**src/rtl/cip_rx_pkg.sv**
```systemverilog
package cip_rx_pkg;

    localparam int LEN_W   = 16;          // width of the payload length field
    localparam int BLK_W   = LEN_W - 2;   // quadlet count width, also block count width
    localparam int DBS_W   = 8;
    localparam int DBC_W   = 8;
    localparam int SYT_W   = 16;
    localparam int FMT_W   = 6;

    localparam logic [FMT_W-1:0] FMT_AUDIO  = 6'h10;
    localparam logic [7:0]       FDF_EMPTY  = 8'hFF;
    localparam logic [LEN_W-1:0] MIN_CIP_LEN = 16'd8;

    typedef enum logic [2:0] {
        ERR_NONE     = 3'd0,
        ERR_OVERSIZE = 3'd1,
        ERR_EOH      = 3'd2,
        ERR_PROTO    = 3'd3,
        ERR_DBS      = 3'd4,
        ERR_GAP      = 3'd5
    } err_e;

    typedef enum logic [1:0] {
        ST_IDLE   = 2'd0,
        ST_CHECK  = 2'd1,
        ST_DIVIDE = 2'd2,
        ST_FINISH = 2'd3
    } st_e;

endpackage

```
**src/rtl/cip_hdr_decode.sv**
```systemverilog
module cip_hdr_decode
    import cip_rx_pkg::*;
(
    input  logic [31:0]      iso_hdr,
    input  logic [31:0]      q0,
    input  logic [31:0]      q1,
    input  logic             cfg_sph,
    input  logic [FMT_W-1:0] cfg_fmt,
    input  logic [LEN_W-1:0] cfg_max_len,
    input  logic             cfg_skip_eoh,
    output err_e             pre_err,
    output logic             no_data,
    output logic [BLK_W-1:0] dividend,
    output logic [DBS_W-1:0] dbs,
    output logic [DBC_W-1:0] dbc,
    output logic [SYT_W-1:0] syt
);

    logic [LEN_W-1:0] len;
    logic [BLK_W-1:0] quads;
    logic [FMT_W-1:0] fmt_rx;
    logic [7:0]       fdf_rx;
    logic             short_pkt;
    logic             eoh_bad;
    logic             proto_bad;
    logic             unused_bits;

    assign unused_bits = ^{iso_hdr[15:0], q0[30:24], q0[15:11], q0[9:8], q1[30]};

    always_comb begin
        len       = iso_hdr[31:16];
        quads     = len[LEN_W-1:2];
        fmt_rx    = q1[29:24];
        fdf_rx    = q1[23:16];
        dbs       = q0[23:16];
        dbc       = q0[7:0];
        syt       = q1[15:0];
        short_pkt = (len < MIN_CIP_LEN);
        no_data   = short_pkt || ((fmt_rx == FMT_AUDIO) && (fdf_rx == FDF_EMPTY));
        eoh_bad   = (q0[31] || !q1[31]) && !cfg_skip_eoh;
        proto_bad = (q0[10] != cfg_sph) || (fmt_rx != cfg_fmt);
        dividend  = short_pkt ? '0 : (quads - BLK_W'(2));

        if (len > cfg_max_len)
            pre_err = ERR_OVERSIZE;
        else if (eoh_bad)
            pre_err = ERR_EOH;
        else if (proto_bad)
            pre_err = ERR_PROTO;
        else if (!no_data && (dbs == '0))
            pre_err = ERR_DBS;
        else
            pre_err = ERR_NONE;
    end

endmodule

```
**src/rtl/cip_seq_div.sv**
```systemverilog
module cip_seq_div #(
    parameter int NUM_W = 14,
    parameter int DEN_W = 8
) (
    input  logic             clk,
    input  logic             rst_n,
    input  logic             start,
    input  logic [NUM_W-1:0] num,
    input  logic [DEN_W-1:0] den,
    output logic [NUM_W-1:0] quo,
    output logic             done
);

    localparam int CNT_W = $clog2(NUM_W + 1);

    typedef struct packed {
        logic [CNT_W-1:0] cnt;
        logic [DEN_W-1:0] rem;
        logic [NUM_W-1:0] quo;
        logic             done;
    } div_t;

    div_t d_d, d_q;
    logic [DEN_W:0] trial;
    logic [DEN_W:0] diff;
    logic           ge;

    always_comb begin
        d_d      = d_q;
        d_d.done = 1'b0;
        trial    = {d_q.rem, d_q.quo[NUM_W-1]};
        diff     = trial - {1'b0, den};
        ge       = (trial >= {1'b0, den});
        if (start) begin
            d_d.cnt = CNT_W'(NUM_W);
            d_d.rem = '0;
            d_d.quo = num;
        end else if (d_q.cnt != '0) begin
            d_d.quo = {d_q.quo[NUM_W-2:0], ge};
            d_d.rem = ge ? diff[DEN_W-1:0] : trial[DEN_W-1:0];
            d_d.cnt = d_q.cnt - CNT_W'(1);
            if (d_q.cnt == CNT_W'(1))
                d_d.done = 1'b1;
        end
    end

    always_ff @(posedge clk or negedge rst_n) begin
        if (!rst_n)
            d_q <= '0;
        else
            d_q <= d_d;
    end

    assign quo  = d_q.quo;
    assign done = d_q.done;

endmodule

```
**src/rtl/cip_dbc_track.sv**
```systemverilog
module cip_dbc_track #(
    parameter int DBC_W = 8
) (
    input  logic             clk,
    input  logic             rst_n,
    input  logic             restart,
    input  logic             commit,
    input  logic             mode_last,
    input  logic [DBC_W-1:0] dbc_in,
    input  logic [DBC_W-1:0] blk_lo,
    output logic             in_seq
);

    typedef struct packed {
        logic             known;
        logic [DBC_W-1:0] ref_val;
    } trk_t;

    trk_t t_d, t_q;
    logic [DBC_W-1:0] want;

    always_comb begin
        want   = mode_last ? (t_q.ref_val + blk_lo) : t_q.ref_val;
        in_seq = !t_q.known || (dbc_in == want);

        t_d = t_q;
        if (restart) begin
            t_d.known = 1'b0;
        end else if (commit) begin
            t_d.known   = 1'b1;
            t_d.ref_val = mode_last ? dbc_in : (dbc_in + blk_lo);
        end
    end

    always_ff @(posedge clk or negedge rst_n) begin
        if (!rst_n)
            t_q <= '0;
        else
            t_q <= t_d;
    end

endmodule

```
**src/rtl/cip_rx_check.sv**
```systemverilog
module cip_rx_check
    import cip_rx_pkg::*;
(
    input  logic             clk,
    input  logic             rst_n,
    input  logic             restart,
    input  logic             hdr_valid,
    input  logic [31:0]      iso_hdr,
    input  logic [31:0]      cip_q0,
    input  logic [31:0]      cip_q1,
    input  logic             cfg_sph,
    input  logic [5:0]       cfg_fmt,
    input  logic [15:0]      cfg_max_len,
    input  logic             cfg_skip_eoh,
    input  logic             cfg_dbc_last,
    output logic             busy,
    output logic             done,
    output logic [13:0]      blocks,
    output logic [7:0]       dbc,
    output logic [15:0]      syt,
    output logic [2:0]       err_code,
    output logic             err_sticky
);

    typedef struct packed {
        st_e              st;
        logic [31:0]      iso;
        logic [31:0]      q0;
        logic [31:0]      q1;
        err_e             fin_err;
        logic [BLK_W-1:0] work;
        logic [BLK_W-1:0] blocks;
        logic [DBC_W-1:0] dbc;
        logic [SYT_W-1:0] syt;
        err_e             code;
        logic             sticky;
        logic             done;
    } top_t;

    top_t s_d, s_q;

    err_e             dec_err;
    logic             dec_no_data;
    logic [BLK_W-1:0] dec_dividend;
    logic [DBS_W-1:0] dec_dbs;
    logic [DBC_W-1:0] dec_dbc;
    logic [SYT_W-1:0] dec_syt;
    logic             div_start;
    logic [BLK_W-1:0] div_quo;
    logic             div_done;
    logic             trk_commit;
    logic             trk_in_seq;
    err_e             final_err;

    cip_hdr_decode u_decode (
        .iso_hdr      (s_q.iso),
        .q0           (s_q.q0),
        .q1           (s_q.q1),
        .cfg_sph      (cfg_sph),
        .cfg_fmt      (cfg_fmt),
        .cfg_max_len  (cfg_max_len),
        .cfg_skip_eoh (cfg_skip_eoh),
        .pre_err      (dec_err),
        .no_data      (dec_no_data),
        .dividend     (dec_dividend),
        .dbs          (dec_dbs),
        .dbc          (dec_dbc),
        .syt          (dec_syt)
    );

    cip_seq_div #(
        .NUM_W (BLK_W),
        .DEN_W (DBS_W)
    ) u_div (
        .clk   (clk),
        .rst_n (rst_n),
        .start (div_start),
        .num   (dec_dividend),
        .den   (dec_dbs),
        .quo   (div_quo),
        .done  (div_done)
    );

    cip_dbc_track #(
        .DBC_W (DBC_W)
    ) u_track (
        .clk       (clk),
        .rst_n     (rst_n),
        .restart   (restart),
        .commit    (trk_commit),
        .mode_last (cfg_dbc_last),
        .dbc_in    (dec_dbc),
        .blk_lo    (s_q.work[DBC_W-1:0]),
        .in_seq    (trk_in_seq)
    );

    always_comb begin
        s_d        = s_q;
        s_d.done   = 1'b0;
        s_d.sticky = s_q.sticky & ~restart;
        div_start  = 1'b0;
        trk_commit = 1'b0;
        final_err  = s_q.fin_err;

        unique case (s_q.st)
            ST_IDLE: begin
                if (hdr_valid) begin
                    s_d.iso = iso_hdr;
                    s_d.q0  = cip_q0;
                    s_d.q1  = cip_q1;
                    s_d.st  = ST_CHECK;
                end
            end
            ST_CHECK: begin
                s_d.work    = '0;
                s_d.fin_err = dec_err;
                if (dec_err != ERR_NONE || dec_no_data) begin
                    s_d.st = ST_FINISH;
                end else begin
                    div_start = 1'b1;
                    s_d.st    = ST_DIVIDE;
                end
            end
            ST_DIVIDE: begin
                if (div_done) begin
                    s_d.work = div_quo;
                    s_d.st   = ST_FINISH;
                end
            end
            ST_FINISH: begin
                if (s_q.fin_err == ERR_NONE && !trk_in_seq)
                    final_err = ERR_GAP;
                if (final_err == ERR_NONE) begin
                    trk_commit = 1'b1;
                    s_d.blocks = s_q.work;
                    s_d.dbc    = dec_dbc;
                    s_d.syt    = dec_syt;
                end else begin
                    s_d.sticky = 1'b1;
                end
                s_d.code = final_err;
                s_d.done = 1'b1;
                s_d.st   = ST_IDLE;
            end
            default: s_d.st = ST_IDLE;
        endcase
    end

    always_ff @(posedge clk or negedge rst_n) begin
        if (!rst_n)
            s_q <= '0;
        else
            s_q <= s_d;
    end

    assign busy       = (s_q.st != ST_IDLE);
    assign done       = s_q.done;
    assign blocks     = s_q.blocks;
    assign dbc        = s_q.dbc;
    assign syt        = s_q.syt;
    assign err_code   = s_q.code;
    assign err_sticky = s_q.sticky;

endmodule

```
**config.mk**
```make
export PLATFORM = sky130hd
export DESIGN_NAME = cip_rx_check
export DESIGN_NICKNAME = d
export VERILOG_FILES = /design/src/rtl/cip_rx_pkg.sv /design/src/rtl/cip_hdr_decode.sv /design/src/rtl/cip_seq_div.sv /design/src/rtl/cip_dbc_track.sv /design/src/rtl/cip_rx_check.sv
export SDC_FILE = /design/constraint.sdc
export NUM_CORES = 1
export LEC_CHECK = 0
export ABC_AREA = 1
export BUFFER_PORTS_ARGS = -buffer_cell sky130_fd_sc_hd__buf_2
export CORE_UTILIZATION = 43
export CTS_CLUSTER_SIZE = 40
export DETAILED_ROUTE_END_ITERATION = 16
export HOLD_SLACK_MARGIN = 0.12
export MAX_ROUTING_LAYER = met4
export PLACE_DENSITY = 0.67
export SYNTH_ARGS = -nofsm -noshare
export SYNTH_HDL_FRONTEND = slang
export SYNTH_SLANG_ARGS = --single-unit
```
**constraint.sdc**
```tcl
create_clock -name clk -period 2.68 [get_ports clk]
set_input_delay 0.536 -clock clk [delete_from_list [all_inputs] [get_ports clk]]
set_output_delay 0.536 -clock clk [all_outputs]
set_load 0.01 [all_outputs]
```
==> results.py <==
metrics = {
    "setup_path": {
        "cp_endpoint_kind": "register",
        "r2r_start": "s_q[43]$_DFFE_PN0P_",
        "crit_required_ns": 3.00,
        "worst_r2r_path_depth": 19,
        "timing_worst_setup_path_type": "reg2reg",
        "crit_path_start_kind": "register",
        "cp-startpoint": "s_q[43]$_DFFE_PN0P_",
        "worstReg2RegEnd": "dbc[7]$_DFFE_PN0P_",
        "crit_path_max_fanout": 38,
        "critical_path_arrival_ns": 2.99,
        "regToRegSetupSlack_ns": 0.01,
    },
    "logic_synthesis": {
        "synthTopCellsByArea": "sky130_fd_sc_hd__dfrtp_1 45%, sky130_fd_sc_hd__nand2_1 11%, sky130_fd_sc_hd__ha_1 6.1%, sky130_fd_sc_hd__nand3_1 5.5%, sky130_fd_sc_hd__mux2_2 5.0%",
        "yosys_warnings": 0,
        "mappedNetlistNets": 1246,
        "yosys_register_bits": 163,
        "yosys.area.top_type_share_pct": 45.2,
        "synth_top_cell_by_area": "sky130_fd_sc_hd__dfrtp_1",
        "ys_async_sr_fraction_pct": 100,
        "post_synth.cell_area_avg_um2": 8.41,
        "number_of_synthesized_flops_with_an_enable_pin": 0,
        "synth_ff_type": "sky130_fd_sc_hd__dfrtp_1",
        "cell_area_after_technology_mapping_um2": 9030,
        "post_synth_num_cell_types": 38,
        "netlist_instances": 1074,
        "ys_seq_area_share_pct": 45.2,
        "synthTopCellsByCount": "275 x sky130_fd_sc_hd__nand2_1, 163 x sky130_fd_sc_hd__dfrtp_1, 111 x sky130_fd_sc_hd__inv_1",
        "yosys.cell_count.top_type": "sky130_fd_sc_hd__nand2_1",
    },
    "detailed_routing": {
        "final_antenna_net_count": 0,
        "drt_first_pass_iters": 5,
        "detail_route.wirelength_mm": 20.8,
        "vias": 7418,
        "post-route-drc-count": 0,
        "route.detailed.wl_per_inst_um": 14.0,
        "vias_per_cell": 4.98,
        "detail_route.iter0.violations": 548,
    },
    "die": {
        "floorplan.die.width_um": 147,
        "pin_count": 169,
        "floorplan.core_area_um2": 20400,
        "placement_rows": 52,
        "die_area_um2": 21600,
        "dieHeight_um": 147,
        "effective_utilization_at_floorplan_pct": 44.2,
    },
    "timing": {
        "hold_viol": 0,
        "final-setup-viol-count": 0,
        "fin_crit_ns": 2.67,
        "maxSlewViolCount": 0,
        "max_slew.worst_pin.slew_ns": 0.623,
        "min_period_over_period_pct": 99.6,
        "grt_setup_unrepaired": "true",
        "finalSetupTns_ns": 0,
        "max_freq_mhz": 375,
        "slew-limit-headroom_pct": 58.1,
        "clock-skew-final_ns": 0.0116,
    },
    "clocking": {
        "clk_root_buf": "sky130_fd_sc_hd__clkbuf_16",
        "clock_latency_late_sink_ns": 0.43,
        "htree_num_levels": 4,
        "cts.clk_slew.worst_paths_ns": 0.08,
        "cts_tree": "done",
        "cts_made_buffers": 17,
        "clk_path_buf_depth": 2,
        "cts_num_sinks": 163,
    },
    "final_layout": {
        "multi_input_gate_area_in_the_final_layout_um2": 4050,
        "layout.nets": 1378,
        "design_area_um2": 10700,
        "nFillCells": 1913,
        "synthToLayoutAreaGrowth_pct": 18.4,
        "seq_area_um2": 4080,
        "drive_above_1_share_pct": 23.0,
    },
    "pwr": {
        "clock_power_share_pct": 21.4,
        "intPower_w": 0.00672,
        "cellPowerDensity_nw_per_um2": 1050,
        "switching_share_pct": 40.1,
        "p_leak_nw": 5.63,
        "power.combinational.fraction_pct": 41.3,
        "irDropWorstVdd_v": 0.000524,
        "sequentialPowerShare_pct": 37.2,
        "p_switching_w": 0.00451,
        "p_total_w": 0.0112,
    },
    "outcome": {
        "outcome": "finished clean",
    },
    "place": {
        "post_dp_cell_area_um2": 9940,
        "dp.final_hpwl_mm": 15.2,
        "numPortBuffers": 137,
        "routabilityCongestion": 0.836,
    },
    "run": {
        "max_cap_viol_count": 0,
    },
    "worst_hold_path": {
        "holdPathEnd": "s_q[74]$_DFFE_PN0P_",
        "timing.hold.worst.class": "in2reg",
        "min-delay-start": "cip_q1[14]",
        "min_delay_path_depth": 2,
    },
    "global_routing": {
        "grt_usage_pct": 20.9,
        "first_global_vias": 7133,
        "initial_antenna_violation_count": 1,
        "grt_max_degree": 65,
        "globalRoute.totalOverflow": 0,
        "grt_first_pass_wirelength_mm": 34.7,
    },
}
sequential cells by signal, summed over array words and instances (netlist names):
signal       flops
u_div.quo       14
err_code         3
dbc              8
syt             16
err_sticky       1
u_div.done       1
blocks          14
done             1
u_div.d_q       12
s_q             84
u_track.t_q      9
cells in the final DEF, fill, tap and decap left out, types with 3 or more instances in the layout:
| cell type | instances |
|---|---|
| sky130_fd_sc_hd__clkinvlp_4 | 3 |
| sky130_fd_sc_hd__o211ai_1 | 4 |
| sky130_fd_sc_hd__buf_4 | 40 |
| sky130_fd_sc_hd__nand3b_1 | 4 |
| sky130_fd_sc_hd__mux2_2 | 40 |
| sky130_fd_sc_hd__clkbuf_16 | 17 |
| sky130_fd_sc_hd__buf_2 | 136 |
| sky130_fd_sc_hd__nand3_1 | 100 |
| sky130_fd_sc_hd__buf_12 | 5 |
| sky130_fd_sc_hd__buf_6 | 3 |
| sky130_fd_sc_hd__xor2_1 | 14 |
| sky130_fd_sc_hd__clkinv_8 | 3 |
| sky130_fd_sc_hd__nor2_1 | 65 |
| sky130_fd_sc_hd__xnor2_1 | 8 |
| sky130_fd_sc_hd__o21ai_0 | 42 |
| sky130_fd_sc_hd__inv_1 | 110 |
| sky130_fd_sc_hd__inv_6 | 3 |
| sky130_fd_sc_hd__ha_1 | 43 |
| sky130_fd_sc_hd__nor3_1 | 10 |
| sky130_fd_sc_hd__inv_8 | 5 |
| sky130_fd_sc_hd__nor4_1 | 4 |
| sky130_fd_sc_hd__buf_16 | 3 |
| sky130_fd_sc_hd__nand2_1 | 272 |
| sky130_fd_sc_hd__nand4_1 | 21 |
| sky130_fd_sc_hd__dfrtp_1 | 163 |
| sky130_fd_sc_hd__o22ai_1 | 3 |
| sky130_fd_sc_hd__nand2_2 | 4 |
| sky130_fd_sc_hd__a21oi_1 | 60 |
| sky130_fd_sc_hd__or2_2 | 8 |
timing repair:
action | in CTS | in global routing
setup endpoints to repair | 38 | 49
gates cloned | 3 | 0
buffers inserted | 4 | 0
resized for setup | 9 | 2
hold buffers | 1 | 0
pin swaps | 4 | 1
hold endpoints to repair | 60 | 0
final cells by class:
class | instances | share of cell area [%]
clock buffers | 17 | 3.98
clock inverters | 15 | 1.50
well taps | 270 | 3.16
multi-input cells | 723 | 37.9
diodes | 1 | 0.0234
flip-flops and latches | 163 | 38.2
repair buffers | 188 | 11.3
inverters | 113 | 4.00
worst max path at each step:
| stage | slack, ns | to |
|---|---|---|
| after floorplan | 0.12 | blocks[0]$_DFFE_PN0P_ |
| after global routing | -0.29 | dbc[6]$_DFFE_PN0P_ |
| after detailed placement | -0.03 | dbc[6]$_DFFE_PN0P_ |
| after global placement | -0.03 | u_div.quo[12]$_DFFE_PN0P_ |
| after CTS | -0.02 | blocks[8]$_DFFE_PN0P_ |
| final | 0.01 | dbc[7]$_DFFE_PN0P_ |
power groups by stage:
stage | Clock [W] | Sequential [W] | Combinational (W)
after floorplan | 0 | 0.00400 | 0.00361
after global placement | 0 | 0.00418 | 0.00441
after detailed placement | 0 | 0.00422 | 0.00454
after CTS | 0.00247 | 0.00418 | 0.00466
after global routing | 0.00257 | 0.00431 | 0.00530
final | 0.00241 | 0.00418 | 0.00464
logic make-up (layout without fill, tap and decap cells):
kind of cell             Yosys count  in the layout  share of synthesized area (%)
AND/OR/NAND/NOR                  494            494                           23.5
buffers and inverters            188            333                           10.3
flip-flops                       163            163                           45.2
AO/OA/AOI/OAI                    120            120                           7.19
adder cells (fa/ha/maj)           47             47                           6.76
multiplexers                      40             40                           4.99
XOR/XNOR                          22             22                           2.13
other                              0              1                              0
routing by layer:
metal  vias up  GRT usage [%]  share of wire, %
met5         -              -                 0
met4         0           7.42               2.4
met3        34           4.25               4.9
met2       183           32.7                46
met1      3456           26.9                46
li1       3745              -                 -
stage by stage:
step	util [%]	setup slack [ns]	hold WS (ns)	cells
after floorplan	-	0.124	0.240	1074
after global placement	48.7	-0.0343	0.448	1449
after detailed placement	48.7	-0.0251	0.453	1449
after CTS	52.3	-0.0172	0.310	1489
after global routing	52.3	-0.288	0.310	1490
final	52.3	0.0103	0.327	1490
critical path: stages, from the launching register on:
cell and delay [ns]:
sky130_fd_sc_hd__dfrtp_1 0.40, sky130_fd_sc_hd__ha_2 0.20, sky130_fd_sc_hd__fa_2 0.53, sky130_fd_sc_hd__nand2_1 0.05
sky130_fd_sc_hd__nand3_1 0.08, sky130_fd_sc_hd__nand2_1 0.06, sky130_fd_sc_hd__inv_1 0.06, sky130_fd_sc_hd__nand2_1 0.05
sky130_fd_sc_hd__nor2_1 0.10, sky130_fd_sc_hd__nand2_1 0.06, sky130_fd_sc_hd__nor2_1 0.08, sky130_fd_sc_hd__nand2_1 0.06
sky130_fd_sc_hd__nor2_2 0.09, sky130_fd_sc_hd__nand2_2 0.08, sky130_fd_sc_hd__buf_6 0.13, sky130_fd_sc_hd__a21oi_4 0.12
sky130_fd_sc_hd__nand2_2 0.08, sky130_fd_sc_hd__buf_12 0.20, sky130_fd_sc_hd__nand2_1 0.07, sky130_fd_sc_hd__nand2_1 0.05
(Power assumes the default switching activity.)
